`config.mk`:
```
export PLATFORM = sky130hd
export DESIGN_NAME = ldm_burst_splitter
export DESIGN_NICKNAME = d
export VERILOG_FILES = /design/src/rtl/lsplit_pkg.sv /design/src/rtl/lsplit_piece.sv /design/src/rtl/lsplit_plan.sv /design/src/rtl/ldm_burst_splitter.sv
export SDC_FILE = /design/constraint.sdc
export NUM_CORES = 1
export LEC_CHECK = 0
export BUFFER_PORTS_ARGS = -buffer_cell sky130_fd_sc_hd__buf_4
export CORE_MARGIN = 1
export CORE_UTILIZATION = 50
export CTS_CLUSTER_DIAMETER = 120
export DETAILED_ROUTE_END_ITERATION = 8
export GPL_TIMING_DRIVEN = 1
export PLACE_DENSITY = 0.78
export SKIP_CTS_REPAIR_TIMING = 1
export SYNTH_ARGS = -nofsm -noshare
export SYNTH_HDL_FRONTEND = slang
export SYNTH_SLANG_ARGS = --single-unit
```
`constraint.sdc`:
```
create_clock -name clk -period 6.17 [get_ports clk]
set_input_delay 0.617 -clock clk [delete_from_list [all_inputs] [get_ports clk]]
set_output_delay 0.617 -clock clk [all_outputs]
set_load 0.03 [all_outputs]
```
`src/rtl/lsplit_pkg.sv`:
```
package lsplit_pkg;

    localparam logic [1:0] BURST_INCR = 2'b01;
    localparam logic [2:0] SIZE_W32   = 3'b010;
    localparam logic [2:0] SIZE_W64   = 3'b011;

    typedef enum logic [1:0] {
        ST_IDLE = 2'd0,
        ST_HEAD = 2'd1,
        ST_TAIL = 2'd2
    } split_st_e;

    typedef struct packed {
        logic [2:0] size;
        logic [7:0] len;
    } shape_t;

endpackage

```
`src/rtl/lsplit_piece.sv`:
```
module lsplit_piece
    import lsplit_pkg::*;
#(
    parameter int WIDX_W = 3,
    parameter int CNT_W  = 4
) (
    input  logic [WIDX_W-1:0] start_word,
    input  logic [CNT_W-1:0]  count,
    input  logic              device,
    output shape_t            shape
);

    logic [CNT_W-1:0] start_ext;
    logic [CNT_W-1:0] last_word;
    logic [CNT_W-1:0] dword_cnt;

    always_comb begin
        start_ext = CNT_W'(start_word);
        last_word = start_ext + count - CNT_W'(1);
        dword_cnt = (last_word >> 1) - (start_ext >> 1) + CNT_W'(1);
        if (count <= CNT_W'(1) || device) begin
            shape.size = SIZE_W32;
            shape.len  = 8'(count - CNT_W'(1));
        end else begin
            shape.size = SIZE_W64;
            shape.len  = 8'(dword_cnt - CNT_W'(1));
        end
    end

endmodule

```
`src/rtl/lsplit_plan.sv`:
```
module lsplit_plan
    import lsplit_pkg::*;
#(
    parameter int ADDR_W     = 32,
    parameter int LINE_WORDS = 8,
    parameter int WIDX_W     = 3,
    parameter int CNT_W      = 4,
    parameter int OFF_W      = 5
) (
    input  logic [ADDR_W-1:0] addr,
    input  logic [CNT_W-1:0]  words,
    input  logic              device,
    output logic              split,
    output logic [ADDR_W-1:0] head_addr,
    output logic [ADDR_W-1:0] tail_addr,
    output shape_t            head_shape,
    output shape_t            tail_shape
);

    localparam logic [CNT_W-1:0] LW = CNT_W'(LINE_WORDS);

    logic [WIDX_W-1:0] widx;
    logic [CNT_W-1:0]  room;
    logic [WIDX_W-1:0] pc_start [2];
    logic [CNT_W-1:0]  pc_cnt   [2];
    shape_t            pc_shape [2];

    always_comb begin
        widx        = addr[OFF_W-1:2];
        room        = LW - CNT_W'(widx);
        split       = words > room;
        pc_start[0] = widx;
        pc_start[1] = '0;
        pc_cnt[0]   = split ? room : words;
        pc_cnt[1]   = split ? (words - room) : CNT_W'(1);
        head_addr   = addr;
        tail_addr   = {addr[ADDR_W-1:OFF_W], {OFF_W{1'b0}}};
    end

    for (genvar g = 0; g < 2; g++) begin : g_piece
        lsplit_piece #(
            .WIDX_W (WIDX_W),
            .CNT_W  (CNT_W)
        ) u_piece (
            .start_word (pc_start[g]),
            .count      (pc_cnt[g]),
            .device     (device),
            .shape      (pc_shape[g])
        );
    end

    assign head_shape = pc_shape[0];
    assign tail_shape = pc_shape[1];

endmodule

```
`src/rtl/ldm_burst_splitter.sv`:
```
module ldm_burst_splitter
    import lsplit_pkg::*;
#(
    parameter  int ADDR_W     = 32,
    parameter  int LINE_WORDS = 8,
    localparam int WIDX_W     = $clog2(LINE_WORDS),
    localparam int CNT_W      = WIDX_W + 1,
    localparam int OFF_W      = WIDX_W + 2
) (
    input  logic              clk,
    input  logic              rst_n,
    input  logic              req_valid,
    output logic              req_ready,
    input  logic [ADDR_W-1:0] req_addr,
    input  logic [CNT_W-1:0]  req_words,
    input  logic              req_device,
    output logic              ar_valid,
    input  logic              ar_ready,
    output logic [ADDR_W-1:0] ar_addr,
    output logic [1:0]        ar_burst,
    output logic [2:0]        ar_size,
    output logic [7:0]        ar_len
);

    typedef struct packed {
        split_st_e         st;
        logic              split;
        logic [ADDR_W-1:0] head_addr;
        logic [ADDR_W-1:0] tail_addr;
        shape_t            head_shape;
        shape_t            tail_shape;
    } regs_t;

    regs_t             d, q;
    logic              pl_split;
    logic [ADDR_W-1:0] pl_head_addr;
    logic [ADDR_W-1:0] pl_tail_addr;
    shape_t            pl_head_shape;
    shape_t            pl_tail_shape;

    lsplit_plan #(
        .ADDR_W     (ADDR_W),
        .LINE_WORDS (LINE_WORDS),
        .WIDX_W     (WIDX_W),
        .CNT_W      (CNT_W),
        .OFF_W      (OFF_W)
    ) u_plan (
        .addr       (req_addr),
        .words      (req_words),
        .device     (req_device),
        .split      (pl_split),
        .head_addr  (pl_head_addr),
        .tail_addr  (pl_tail_addr),
        .head_shape (pl_head_shape),
        .tail_shape (pl_tail_shape)
    );

    always_comb begin
        d = q;
        unique case (q.st)
            ST_IDLE: begin
                if (req_valid) begin
                    d.st         = ST_HEAD;
                    d.split      = pl_split;
                    d.head_addr  = pl_head_addr;
                    d.tail_addr  = pl_tail_addr;
                    d.head_shape = pl_head_shape;
                    d.tail_shape = pl_tail_shape;
                end
            end
            ST_HEAD: begin
                if (ar_ready) d.st = q.split ? ST_TAIL : ST_IDLE;
            end
            ST_TAIL: begin
                if (ar_ready) d.st = ST_IDLE;
            end
            default: d.st = ST_IDLE;
        endcase
    end

    always_ff @(posedge clk) begin
        if (!rst_n) begin
            q <= '0;
        end else begin
            q <= d;
        end
    end

    always_comb begin
        req_ready = (q.st == ST_IDLE);
        ar_valid  = (q.st != ST_IDLE);
        ar_burst  = BURST_INCR;
        if (q.st == ST_TAIL) begin
            ar_addr = q.tail_addr;
            ar_size = q.tail_shape.size;
            ar_len  = q.tail_shape.len;
        end else begin
            ar_addr = q.head_addr;
            ar_size = q.head_shape.size;
            ar_len  = q.head_shape.len;
        end
    end

    // a stalled piece stays put
    a_r7_hold_stalled: assert property (@(posedge clk) disable iff (!rst_n)
        ar_valid && !ar_ready |=> ar_valid && $stable(ar_addr) && $stable(ar_size) && $stable(ar_len));

    // no request is taken while a piece is pending
    a_r8_busy_blocks: assert property (@(posedge clk) disable iff (!rst_n)
        ar_valid |-> !req_ready);

    // first piece starts at the accepted address
    a_r4_head_addr: assert property (@(posedge clk) disable iff (!rst_n)
        req_valid && req_ready |=> ar_valid && ar_addr == $past(req_addr));

    // second piece begins at line offset zero
    a_r5_tail_wrap: assert property (@(posedge clk) disable iff (!rst_n)
        q.st == ST_TAIL |-> ar_addr[OFF_W-1:0] == '0);

endmodule

```
# After elaboration in Yosys (flattened, before gate mapping)
# Cells that the tools add are included.
[classes]
mux = 12
eq_ne = 5
magnitude_cmp = 3
n_addsub = 12
n_reduce_logical = 6
[ops]
columns = ["operator", "count"]
rows = [
  ["89-bit two-way mux", 1],
  ["32-bit two-way mux", 1],
  ["4-bit by 1-bit subtractor with 5-bit output, second input constant", 4],
  ["9-bit two-way mux", 2],
  ["4-bit by 1-bit <= comparator with 1-bit output, second input constant", 2],
  ["4-bit two-way mux", 2],
  ["8-bit two-way mux", 1],
  ["4-bit by 1-bit subtractor with 4-bit output, second input constant", 2],
  ["2-bit two-way mux", 3],
  ["2-bit != test, second input constant", 3],
  ["2-bit case mux with 3 select lines", 1],
  ["3-bit by 1-bit adder with 4-bit output, second input constant", 1],
  ["3-bit by 4-bit adder with 4-bit output", 1],
  ["4-bit by 1-bit adder with 4-bit output, second input constant", 1],
  ["4-bit > comparator", 1],
  ["3-bit by 2-bit subtractor with 4-bit output", 1],
  ["4-bit by 3-bit subtractor with 4-bit output, first input constant", 1],
  ["4-bit subtractor", 1],
  ["3-bit two-way mux", 1],
  ["3-bit AND reduction", 1],
  ["2-bit by 1-bit equality test with 1-bit output, second input constant", 1],
  ["2-bit equality test, second input constant", 1],
  ["2-bit logical NOT", 1],
  ["1-bit logical OR", 2],
  ["other kinds (2)", 2],
]
[word_totals]
register_bits = 84
out_inout_bits = 47
in_bits = 41
wordCells = 46

# Longest topological paths before layout
# Gate-level depths: netlist of run 1.
[depth]
depth_word = 11
depth_mapped = 23
ltp_nobuf = 22

# Cells and area by module
# A second synthesis of run 1 with hierarchy kept.
[hier_totals]
cells_unflattened = 650
hier_area_um2 = 5768.0
[by_module_without_submodules]
columns = ["module", "area_per_inst_um2", "n_inst", "cells_each", "seq_area_each_um2"]
rows = [
  ["ldm_burst_splitter", 4175.3, 1, 443, 1781.7],
  ["lsplit_piece", 411.6, 2, 53, 0.0],
  ["lsplit_plan", 769.5, 1, 101, 0.0],
]

# Least setup slack after synthesis of run 1
# OpenSTA, ideal clock, no wires.
[synth_path]
kind = "input -> register"
start = "input req_addr[3]"
end = "register q[17] (netlist bit)"
arrival_time_ps = 5205
required_time_ps = 6096
path_stages = 22
setup_ps = 74
n_path_buf = 1
setup_slack_ps = 891
path_cell_list = "inv_1 ha_1 buf_2 xnor2_1 ha_1 and3b_1 o32ai_1 a21bo_1 nand2_2 mux2i_1 xnor2_1 ha_1 fa_1 inv_1 ha_1 inv_1 ha_1 fa_1 xor2_1 nand3_1 a311o_1 a31oi_1"
[synth_via]
elab_chain_cells = 9
word_cells_on_any_way = 12
cone_classes = "add/sub (7); order compare (2); mux (2); reduce/logical (1)"
[synth_lines]
columns = ["element", "line_no", "text"]
rows = [
  ["start: declaration", "ldm_burst_splitter.sv:14", "input logic [ADDR_W-1:0] req_addr,"],
  ["4-bit by 3-bit subtractor with 4-bit output", "lsplit_plan.sv:30", "room = LW - CNT_W'(widx);"],
  ["4-bit > comparator", "lsplit_plan.sv:31", "split = words > room;"],
  ["4-bit two-way mux", "lsplit_plan.sv:34", "pc_cnt[0] = split ? room : words;"],
  ["3-bit by 4-bit adder with 4-bit output", "lsplit_piece.sv:19", "last_word = start_ext + count - CNT_W'(1);"],
  ["4-bit by 1-bit subtractor with 4-bit output", "lsplit_piece.sv:19", ""],
  ["3-bit by 2-bit subtractor with 4-bit output", "lsplit_piece.sv:20", "dword_cnt = (last_word >> 1) - (start_ext >> 1) + CNT_W'(1);"],
  ["4-bit by 1-bit adder with 4-bit output", "lsplit_piece.sv:20", ""],
  ["4-bit by 1-bit subtractor with 5-bit output", "lsplit_piece.sv:26", "shape.len = 8'(dword_cnt - CNT_W'(1));"],
  ["9-bit two-way mux *", "lsplit_piece.sv:21", "if (count <= CNT_W'(1) || device) begin"],
  ["end signal: assignment", "ldm_burst_splitter.sv:83", "q <= '0;"],
  ["end signal: assignment", "ldm_burst_splitter.sv:85", "q <= d;"],
  ["end: declaration", "ldm_burst_splitter.sv:34", "regs_t d, q;"],
]
# Mark *: on every way between the ends. The rest lies on a longest branch, timed or not.
# A chain may end at the register's enable or synchronous reset.

# Worst setup path after layout of run 1
[layout_path]
start = "input req_addr[2]"
end = "register q[17] (netlist bit)"
# Same word-level chain as after synthesis.

==> summary.txt, run 1 <==
Logic synthesis
  – Syn_area_per_cell: 7.48 µm²
  – Post-synth EDFFs: 0
  – Post-synth top flop: dfxtp_1
  – Yosys reg bits: 48
  – Synthesized area: 0.00289 mm²
  – Cells after Synth: 386
  – FFs w/ async S/R, synth: 0%
  – Library cells used by synthesis: 54
  – Register area share after synthesis: 33.3%
  – Synth warn: 0

Layout
  – Fillers: 503
  – Nets@finish: 482
  – Commonest non-fill, non-tap cell in the layout: buf_4
  – Max reg flops: 48
  – Share of cells above drive strength 1: 25.1%
  – Post-Layout Inst Area: 0.00349 mm²
  – Top flop regs: q (48)
  – Most flop-heavy register: q
  – Most frequent cells in the layout: buf_4 (87), nand2_1 (81), dfxtp_1 (48)
  – Core Util, Final: 63.1%
  – Layout Cells excl Fill: 498
  – Diodes inserted: 0
  – Synth-to-Final Area Change: 21.0%

Timing
  – Tightest Pin Transition: 1.19 ns
  – Final Max Slew Viols: 0
  – Peak Freq: 0.178 GHz
  – Setup TNS: 0 ns
  – Rel. slew slack: 20.7%
  – Final Hold Vio Count: 0
  – Min Tclk post-route: 5.62 ns
  – Count of final setup violators: 0
  – Unrepaired setup endpoints after global routing: false
  – Final worst clock skew: 0.00479 ns
  – Final worst-path cycle share: 91.0%

Global route
  – Antenna violations before repair: 0
  – Pin count of the biggest net entering global routing: 45
  – Wire length of the first global-routing pass: 10.9 mm
  – Total GRT Usage: 22.4%
  – Global route total overflow: 0
  – Vias in the first global route: 2,387

Job
  – Maxcap violations: 0

Worst setup path
  – CP Buf/Inv Count: 4
  – Worst R2R Path Depth: 5
  – FF-to-FF setup slack: 4.53 ns
  – Worst path arrival time: 5.84 ns
  – Worst path most repeated cell: ha_1
  – Slowest stage cell on the critical path: fa_1
  – Crit Path Max Fanout: 9
  – CP startpoint kind: input pin
  – CP Capture Type: register
  – Crit-path cells: buf_4, inv_1, ha_1, xnor2_1, ha_1, and3b_1, o32ai_1, a21bo_1, nand2_2, mux2i_1, xnor2_1, ha_1, fa_1, inv_1, ha_1, inv_1, ha_1, fa_1, xor2_2, nand3_1, a311o_1, a31oi_1
  – Delay of the slowest critical-path stage: 0.48 ns
  – CP delay by family, top: adder cells
  – RR Startpoint: q[87]
  – Worst R2R End: q[0]
  – Crit Path Class: in -> reg
  – Critical Path RT: 6.40 ns

Route
  – Pre-Repair DR Iteration Count: 5
  – Wire per inst: 13.4 µm
  – First-iteration detailed-routing DRC count: 131
  – Highest Signal Layer: met4
  – Routed wire length on met3: 313 µm
  – Final wirelength: 6.68 mm
  – Vias/cell: 5.30
  – Vias: 2,637
  – Antenna violation net count after detailed routing: 0
  – WL met2: 3.18 mm
  – M1 wire length: 3.05 mm
  – DRC errors left: 0

Floorplanning
  – I/O pins: 88
  – Row cnt: 27
  – Starting Density: 52.1%
  – Die X: 78.0 µm
  – Die area: 0.00608 mm²
  – Die Y-Extent: 78.0 µm
  – Core ar.: 0.00554 mm²

Clock tree
  – Clock Tree Buf Depth: 2
  – Total CTS buffers: 5
  – Clk sinks: 48
  – Number of H-tree levels: 2
  – Clk slew on worst S/H paths: 0.09 ns
  – Worst-Skew Late Latency: 0.29 ns
  – CTS tree: built
  – Clock root cell: clkbuf_8

Min path
  – Sink of the worst hold path: q[56]
  – Min-Delay Path Depth: 2
  – HP Class: reg -> reg
  – Hold Path Origin: q[56]

Placement
  – IO buf count: 84
  – Placed cell areas: 0.00339 mm²
  – Detailed Place HPWL: 4.85 mm
  – Placed insts: 490
  – GPL Wtd Cong: 0.824

Outcome
  – Status: completed

Power and ir drop
  – VDD IR max: 0.166 mV
  – Design Power: 0.934 mW
  – Leakage power: 1.60 nW
  – PD cells: 267 mW/mm²
[layout make-up]
cell class | count | area (µm²) | share of cell area [%]
multi-input cells | 264 | 1620 | 46.4
flip-flops and latches | 48 | 961 | 27.5
repair buffers | 87 | 653 | 18.7
well taps | 72 | 90.1 | 2.58
clock buffers | 6 | 82.6 | 2.36
inverters | 19 | 71.3 | 2.04
clock inverters | 2 | 13.8 | 0.394
[how the worst max path moves through the flow]
stage / depth (start not counted) / startpoint / end / slack (ns)
2_1_floorplan: 22 / req_addr[3] / q[17] / 0.89
3_3_place_gp: 22 / req_addr[2] / q[17] / 0.53
3_5_place_dp: 22 / req_addr[2] / q[17] / 0.22
4_1_cts: 22 / req_addr[2] / q[17] / 0.52
5_1_grt: 22 / req_addr[2] / q[17] / 0.13
6_report: 22 / req_addr[2] / q[17] / 0.55
[cell usage after synthesis (2+ instances only)]
cell       count  area share, %
o21bai_1       2           0.52
nor2_1        17            2.2
a22o_1         2           0.61
a21oi_1       42            7.3
conb_1         2           0.26
o2111ai_1      2           0.61
a311oi_1       2           0.61
o311ai_0       3           0.91
ha_1          14            6.1
mux2i_1        5            1.7
nand2_1       81             11
o21ai_0       12            2.1
nor3_1         2           0.35
and2_1         7            1.5
nand3_1       10            1.7
a211oi_1       2           0.52
xnor2_1        8            2.4
buf_4          6            1.6
xor2_1         5            1.5
mux2_2         7            2.7
o41ai_1        2           0.61
nor2b_1        3           0.65
a31oi_1        2           0.43
dfxtp_1       48             33
clkbuf_1      46            6.0
buf_2          2           0.35
inv_1         19            2.5
a311o_1        2           0.69
nand2b_1       4           0.87
fa_1           2            1.4
o211a_1        2           0.69
[through the flow]
step	setup slack (ns)	hold slack (ns)
final	0.553	0.455
after global placement	0.533	0.439
after CTS	0.517	0.458
after floorplan	0.891	0.429
after detailed placement	0.220	0.446
after global routing	0.132	0.474
[routing by layer]
| metal | up-vias | global-route usage, % |
|---|---|---|
| met4 | 0 | 8.33 |
| met3 | 15 | 4.71 |
| met5 | - | 0 |
| met2 | 78 | 37.3 |
| li1 | 1343 | - |
| met1 | 1201 | 28.5 |
[logic make-up after synthesis]
kind of cell / Yosys count / synth area share (%)
XOR/XNOR: 14 / 4.51
multiplexers: 12 / 4.46
buffers and inverters: 75 / 10.9
AND/OR/NAND/NOR: 129 / 19.1
flip-flops: 48 / 33.3
other: 2 / 0.260
AO/OA/AOI/OAI: 90 / 20.0
adder cells (fa/ha/maj): 16 / 7.46
[power breakdown]
group          total, mW  switching [mW]  internal [mW]
Clock              0.196           0.104         0.0917
Sequential         0.348          0.0127          0.335
Combinational      0.390           0.229          0.160
Total              0.934           0.346          0.588
[worst min-delay path: stages, from the launching register on]
cell	delay (ns)
dfxtp_1	0.31
nand2_1	0.05
a21oi_1	0.05
(Power assumes the default switching activity.)
==> run 2: changes to the inputs <==
--- a/config.mk
+++ b/config.mk
@@ -5,6 +5,7 @@
 export SDC_FILE = /design/constraint.sdc
 export NUM_CORES = 1
 export LEC_CHECK = 0
+export ABC_AREA = 1
 export BUFFER_PORTS_ARGS = -buffer_cell sky130_fd_sc_hd__buf_4
 export CORE_MARGIN = 1
 export CORE_UTILIZATION = 50
==> run 2 against run 1 <==
- die area fell by 1.4%
- design area is 0.79% lower
- utilization down 0.11 points
- combinational power barely moved
- sequential power up 2%
- first-iteration DRC count increased by 0.76%
- critical path depth rose by 7
- routed wire length fell by 3.7%
- synthesized area decreased by 1.4%
- count of clock-buffer cells in the layout is the same
- critical path type unchanged
- largest cell class unchanged
==> summary.txt, run 2 <==
Outcome
  – Status: completed

Route
  – Final wirelength: 6.43 mm
  – Vias/cell: 4.94
  – Wire per inst: 11.9 µm
  – Vias: 2,668
  – Pre-Repair DR Iteration Count: 4
  – DRC errors left: 0
  – Antenna violation net count after detailed routing: 0
  – First-iteration detailed-routing DRC count: 132

Worst setup path
  – CP Capture Type: register
  – Delay of the slowest critical-path stage: 0.52 ns
  – FF-to-FF setup slack: 3.95 ns
  – Worst R2R End: q[88]
  – Worst path arrival time: 4.70 ns
  – CP startpoint kind: input pin
  – Slowest stage cell on the critical path: fa_1
  – Crit Path Max Fanout: 9
  – Worst R2R Path Depth: 5
  – RR Startpoint: q[87]
  – Crit Path Class: in -> reg
  – Worst path most repeated cell: inv_1
  – Critical Path RT: 6.35 ns

Logic synthesis
  – Post-synth top flop: dfxtp_1
  – Synthesized area: 0.00285 mm²
  – Syn_area_per_cell: 6.73 µm²
  – Post-synth EDFFs: 0
  – Register area share after synthesis: 33.8%
  – Yosys reg bits: 48
  – Yosys top cell area share: 33.8%
  – Post-synth top cells: nand2_1 (69), nor2_1 (69), dfxtp_1 (48)
  – FFs w/ async S/R, synth: 0%
  – Synth warn: 0
  – Area leader, netlist: dfxtp_1
  – Library cells used by synthesis: 32
  – Cells after Synth: 423
  – Synth top area cells: dfxtp_1 (34%), nand2_1 (9.1%), nor2_1 (9.1%)

Global route
  – Pin count of the biggest net entering global routing: 51
  – Total GRT Usage: 22.7%
  – Antenna violations before repair: 0
  – Wire length of the first global-routing pass: 10.9 mm
  – Global route total overflow: 0
  – Vias in the first global route: 2,468

Placement
  – GPL Wtd Cong: 0.910
  – IO buf count: 84
  – Detailed Place HPWL: 4.87 mm
  – Post-place setup slack: 1.35 ns

Power and ir drop
  – VDD IR max: 0.129 mV
  – Leakage power: 1.76 nW
  – PD cells: 272 mW/mm²

Timing
  – Min Tclk post-route: 4.52 ns
  – Final Hold Vio Count: 0
  – Final worst clock skew: 0.0104 ns
  – Setup TNS: 0 ns
  – Count of final setup violators: 0
  – Unrepaired setup endpoints after global routing: false
  – Peak Freq: 0.221 GHz
  – Setup ws final: 1.65 ns
  – Tightest Pin Transition: 1.11 ns
  – Final worst-path cycle share: 73.2%
  – Rel. slew slack: 25.4%
  – Minimum hold slack: 0.456 ns
  – Final Max Slew Viols: 0

Min path
  – HP Class: reg -> reg
  – Hold Path Origin: q[58]
  – Min-Delay Path Depth: 2
  – Sink of the worst hold path: q[58]

Layout
  – Top flop regs: q (48)
  – Max reg flops: 48
  – Commonest non-fill, non-tap cell in the layout: buf_4
  – Synth-to-Final Area Change: 21.8%
  – Most frequent cells in the layout: buf_4 (85), nand2_1 (69), nor2_1 (69)
  – Most flop-heavy register: q
  – Core Util, Final: 62.9%
  – Share of cells above drive strength 1: 26.7%
  – Diodes inserted: 0
  – Nets@finish: 524
  – Fillers: 506

Floorplanning
  – Core ar.: 0.00551 mm²
  – Die Y-Extent: 77.5 µm
  – I/O pins: 88
  – Starting Density: 51.7%
  – Die area: 0.00600 mm²
  – Row cnt: 27
  – Die X: 77.5 µm

Clock tree
  – Number of H-tree levels: 2
  – Clock root cell: clkbuf_8
  – Total CTS buffers: 5
  – Clk sinks: 48
  – Clk slew on worst S/H paths: 0.09 ns
  – Clock Tree Buf Depth: 2
  – CTS tree: built
  – Worst-Skew Late Latency: 0.30 ns

Job
  – Maxcap violations: 0
run 2: cell count changes in the layout (fill, tap and decap cells not counted), moves of 6 or more:
| cell | delta |
|---|---|
| mux2_2 | -7 |
| and2_1 | -7 |
| o21ai_0 | +26 |
| xnor2_1 | -6 |
| inv_1 | +25 |
| nand3_1 | +14 |
| a21oi_1 | -26 |
| nor2_1 | +52 |
| nand2_2 | +10 |
| nand2_1 | -12 |
run 2: metrics by stage:
step | total power, mW | instance area [µm²] | cells
6_report | 0.942 | 3470 | 540
5_1_grt | 1.01 | 3470 | 540
4_1_cts | 0.949 | 3470 | 540
3_5_place_dp | 0.752 | 3370 | 532
3_3_place_gp | 0.740 | 3370 | 532
2_1_floorplan | 0.651 | 2850 | 424
run 2: layout make-up:
class	count	area [µm²]	area share [%]
clock buffer	6	82.6	2.38
clock inverter	2	13.8	0.397
inverter	49	184	5.31
multi-input combinational	278	1500	43.2
sequential	48	961	27.7
tap	72	90.1	2.60
timing repair buffer	85	638	18.4
run 2: logic make-up after synthesis:
family | synth area share (%)
AO/OA/AOI/OAI | 11.0
XOR/XNOR | 1.54
adder cells (fa/ha/maj) | 7.56
buffers and inverters | 13.8
flip-flops | 33.8
other | 0.264
AND/OR/NAND/NOR | 32.0
run 2: power breakdown:
group	leakage (nW)	internal (mW)	switching (mW)
registers	0.397	0.339	0.0145
logic	1.31	0.149	0.243
clock network	0.0516	0.0917	0.105
run 2: worst max path at each step:
stage | startpoint | endpoint | slack, ns | cells past startpoint
finish | req_addr[3] | q[14] | 1.65 | 29
global route | req_addr[3] | q[14] | 1.29 | 30
CTS | req_addr[3] | q[14] | 1.68 | 29
detailed placement | req_addr[3] | q[14] | 1.35 | 29
global placement | req_addr[2] | q[14] | 1.49 | 29
floorplan | req_addr[2] | q[14] | 1.74 | 28
run 2: per-layer routing:
metal  global-route usage, %  vias up  share of wire (%)
met5                       0        -                  0
met2                    38.4       74                 48
met3                    4.24       16                3.7
met1                    28.3     1193                 46
met4                    8.87        0                2.3
li1                        -     1385                  -
run 2: critical path, delay by kind of cell:
| kind | cells | cell delay, ns |
|---|---|---|
| adder cells (fa/ha/maj) | 7 | 2.20 |
| AO/OA/AOI/OAI | 1 | 0.04 |
| AND/OR/NAND/NOR | 12 | 1.31 |
| buffers and inverters | 9 | 0.52 |
==> run 3: changes to the inputs <==
==> constraint.sdc (replaced) <==
create_clock -name clk -period 4.3 [get_ports clk]
set_input_delay 0.43 -clock clk [delete_from_list [all_inputs] [get_ports clk]]
set_output_delay 0.43 -clock clk [all_outputs]
set_load 0.03 [all_outputs]
==> run 3 against run 2 <==
- die area did not move
- register-to-register slack got worse by 1.9 ns
- hold slack got worse by 0.071 ns
- flip-flop and latch count did not move
- sequential power rose by 43%
- setup slack got worse by 1.4 ns
- highest routed layer unchanged
==> summary.txt, run 3 (synthesis gave the netlist of run 2 again) <==
Route
  – First-iteration detailed-routing DRC count: 132
  – Antenna violation net count after detailed routing: 0
  – Final wirelength: 6.57 mm
  – Vias/cell: 4.87
  – DRC errors left: 0
  – Vias: 2,702
  – Pre-Repair DR Iteration Count: 4
  – Wire per inst: 11.8 µm

Floorplanning
  – Die area: 0.00600 mm²
  – I/O pins: 88
  – Die Y-Extent: 77.5 µm
  – Starting Density: 51.7%
  – Core ar.: 0.00551 mm²
  – Row cnt: 27
  – Die X: 77.5 µm

Timing
  – Final Hold Vio Count: 0
  – Final Max Slew Viols: 0
  – Tightest Pin Transition: 1.12 ns
  – Final worst-path cycle share: 93.9%
  – Peak Freq: 0.248 GHz
  – Rel. slew slack: 25.1%
  – Unrepaired setup endpoints after global routing: false
  – Final worst clock skew: 0.00301 ns
  – Min Tclk post-route: 4.04 ns
  – Count of final setup violators: 0

Layout
  – Nets@finish: 540
  – Max reg flops: 48
  – Core Util, Final: 65.2%
  – Share of cells above drive strength 1: 29.4%
  – Diodes inserted: 0
  – Top flop regs: q (48)
  – Synth-to-Final Area Change: 26.1%
  – Commonest non-fill, non-tap cell in the layout: buf_4
  – Most flop-heavy register: q
  – Fillers: 507
  – Most frequent cells in the layout: buf_4 (101), nand2_1 (69), nor2_1 (69)

Worst setup path
  – Critical Path RT: 4.49 ns
  – Crit Path Max Fanout: 6
  – CP Capture Type: register
  – Delay of the slowest critical-path stage: 0.57 ns
  – CP delay by family, top: adder cells
  – RR Startpoint: q[87]
  – CP Buf/Inv Count: 9
  – CP startpoint kind: input pin
  – Slowest stage cell on the critical path: fa_2
  – Worst path most repeated cell: inv_1
  – Crit path launch: req_addr[3]
  – Worst path arrival time: 4.23 ns
  – Crit Path Class: in -> reg

Global route
  – Global route total overflow: 0
  – Vias in the first global route: 2,505
  – Met2 Use GR: 38.5%
  – GRT met1 Usage: 28.3%
  – Wire length of the first global-routing pass: 11.1 mm
  – Global routing's busiest layer: met2
  – Met3 Use GR: 4.59%
  – Pin count of the biggest net entering global routing: 51
  – Antenna violations before repair: 0
  – Total GRT Usage: 22.5%

Placement
  – Detailed Place HPWL: 4.94 mm
  – GPL Wtd Cong: 0.896
  – IO buf count: 84

Outcome
  – Status: completed

Power and ir drop
  – VDD IR max: 0.189 mV
  – Leakage power: 1.83 nW
  – Design Power: 1.38 mW
  – PD cells: 384 mW/mm²

Clock tree
  – Clk sinks: 48
  – Number of H-tree levels: 2
  – Clk slew on worst S/H paths: 0.08 ns
  – Clock root cell: clkbuf_8
  – Worst-Skew Late Latency: 0.29 ns
  – CTS tree: built
  – Clock Tree Buf Depth: 2
  – Total CTS buffers: 5

Min path
  – HP Class: in -> reg
  – Hold Path Origin: req_addr[27]

Job
  – Maxcap violations: 0
[run 3: cell types whose count changed in the layout (fill, tap and decap cells not counted), sizes merged]
cell,previous run,this run
buf,85,101
inv,49,48
[run 3: metrics by stage]
stage / hold slack [ns] / TNS [ns] / std cells / instance area [µm²] / setup WS [ns]
finish: 0.385 / 0 / 555 / 3590 / 0.260
global route: 0.376 / 0 / 555 / 3590 / 0.00784
CTS: 0.380 / 0 / 555 / 3580 / 0.213
detailed placement: 0.443 / -0.113 / 548 / 3490 / -0.102
global placement: 0.439 / 0 / 548 / 3490 / 0.0232
floorplan: 0.430 / 0 / 424 / 2850 / 0.0598
[run 3: worst paths after layout]
kind	end	slack (ns)	cells past startpoint
worst max-delay path	q[13]	0.26	27
worst min-delay path	q[81]	0.39	3
worst max register to register	q[88]	2.07	5
worst min register to register	q[58]	0.45	2
[run 3: cell type report]
class	count	area (µm²)	share of cell area [%]
clock buffers	6	82.6	2.30
clock inverters	1	8.76	0.244
inverters	49	184	5.13
multi-input cells	278	1500	41.9
flip-flops and latches	48	961	26.8
well taps	72	90.1	2.51
repair buffers	101	758	21.1
[run 3: where the power goes]
part	total, mW	leakage [nW]	switching [mW]	internal (mW)
logic	0.599	1.39	0.359	0.240
clock network	0.271	0.0473	0.143	0.128
registers	0.507	0.397	0.0205	0.487
[run 3: metal layers]
layer  share of wire, %  vias to the layer above  wire length (µm)
met5                  0                        -                 0
met2                 48                       68              3180
met4                1.9                        0               125
met1                 46                     1212              3010
li1                   -                     1409                 -
met3                3.8                       13               253
[run 3: worst min-delay path, stage by stage]
cell     delay [ns]
buf_4          0.07
o21ai_0        0.07
nor2_1         0.08
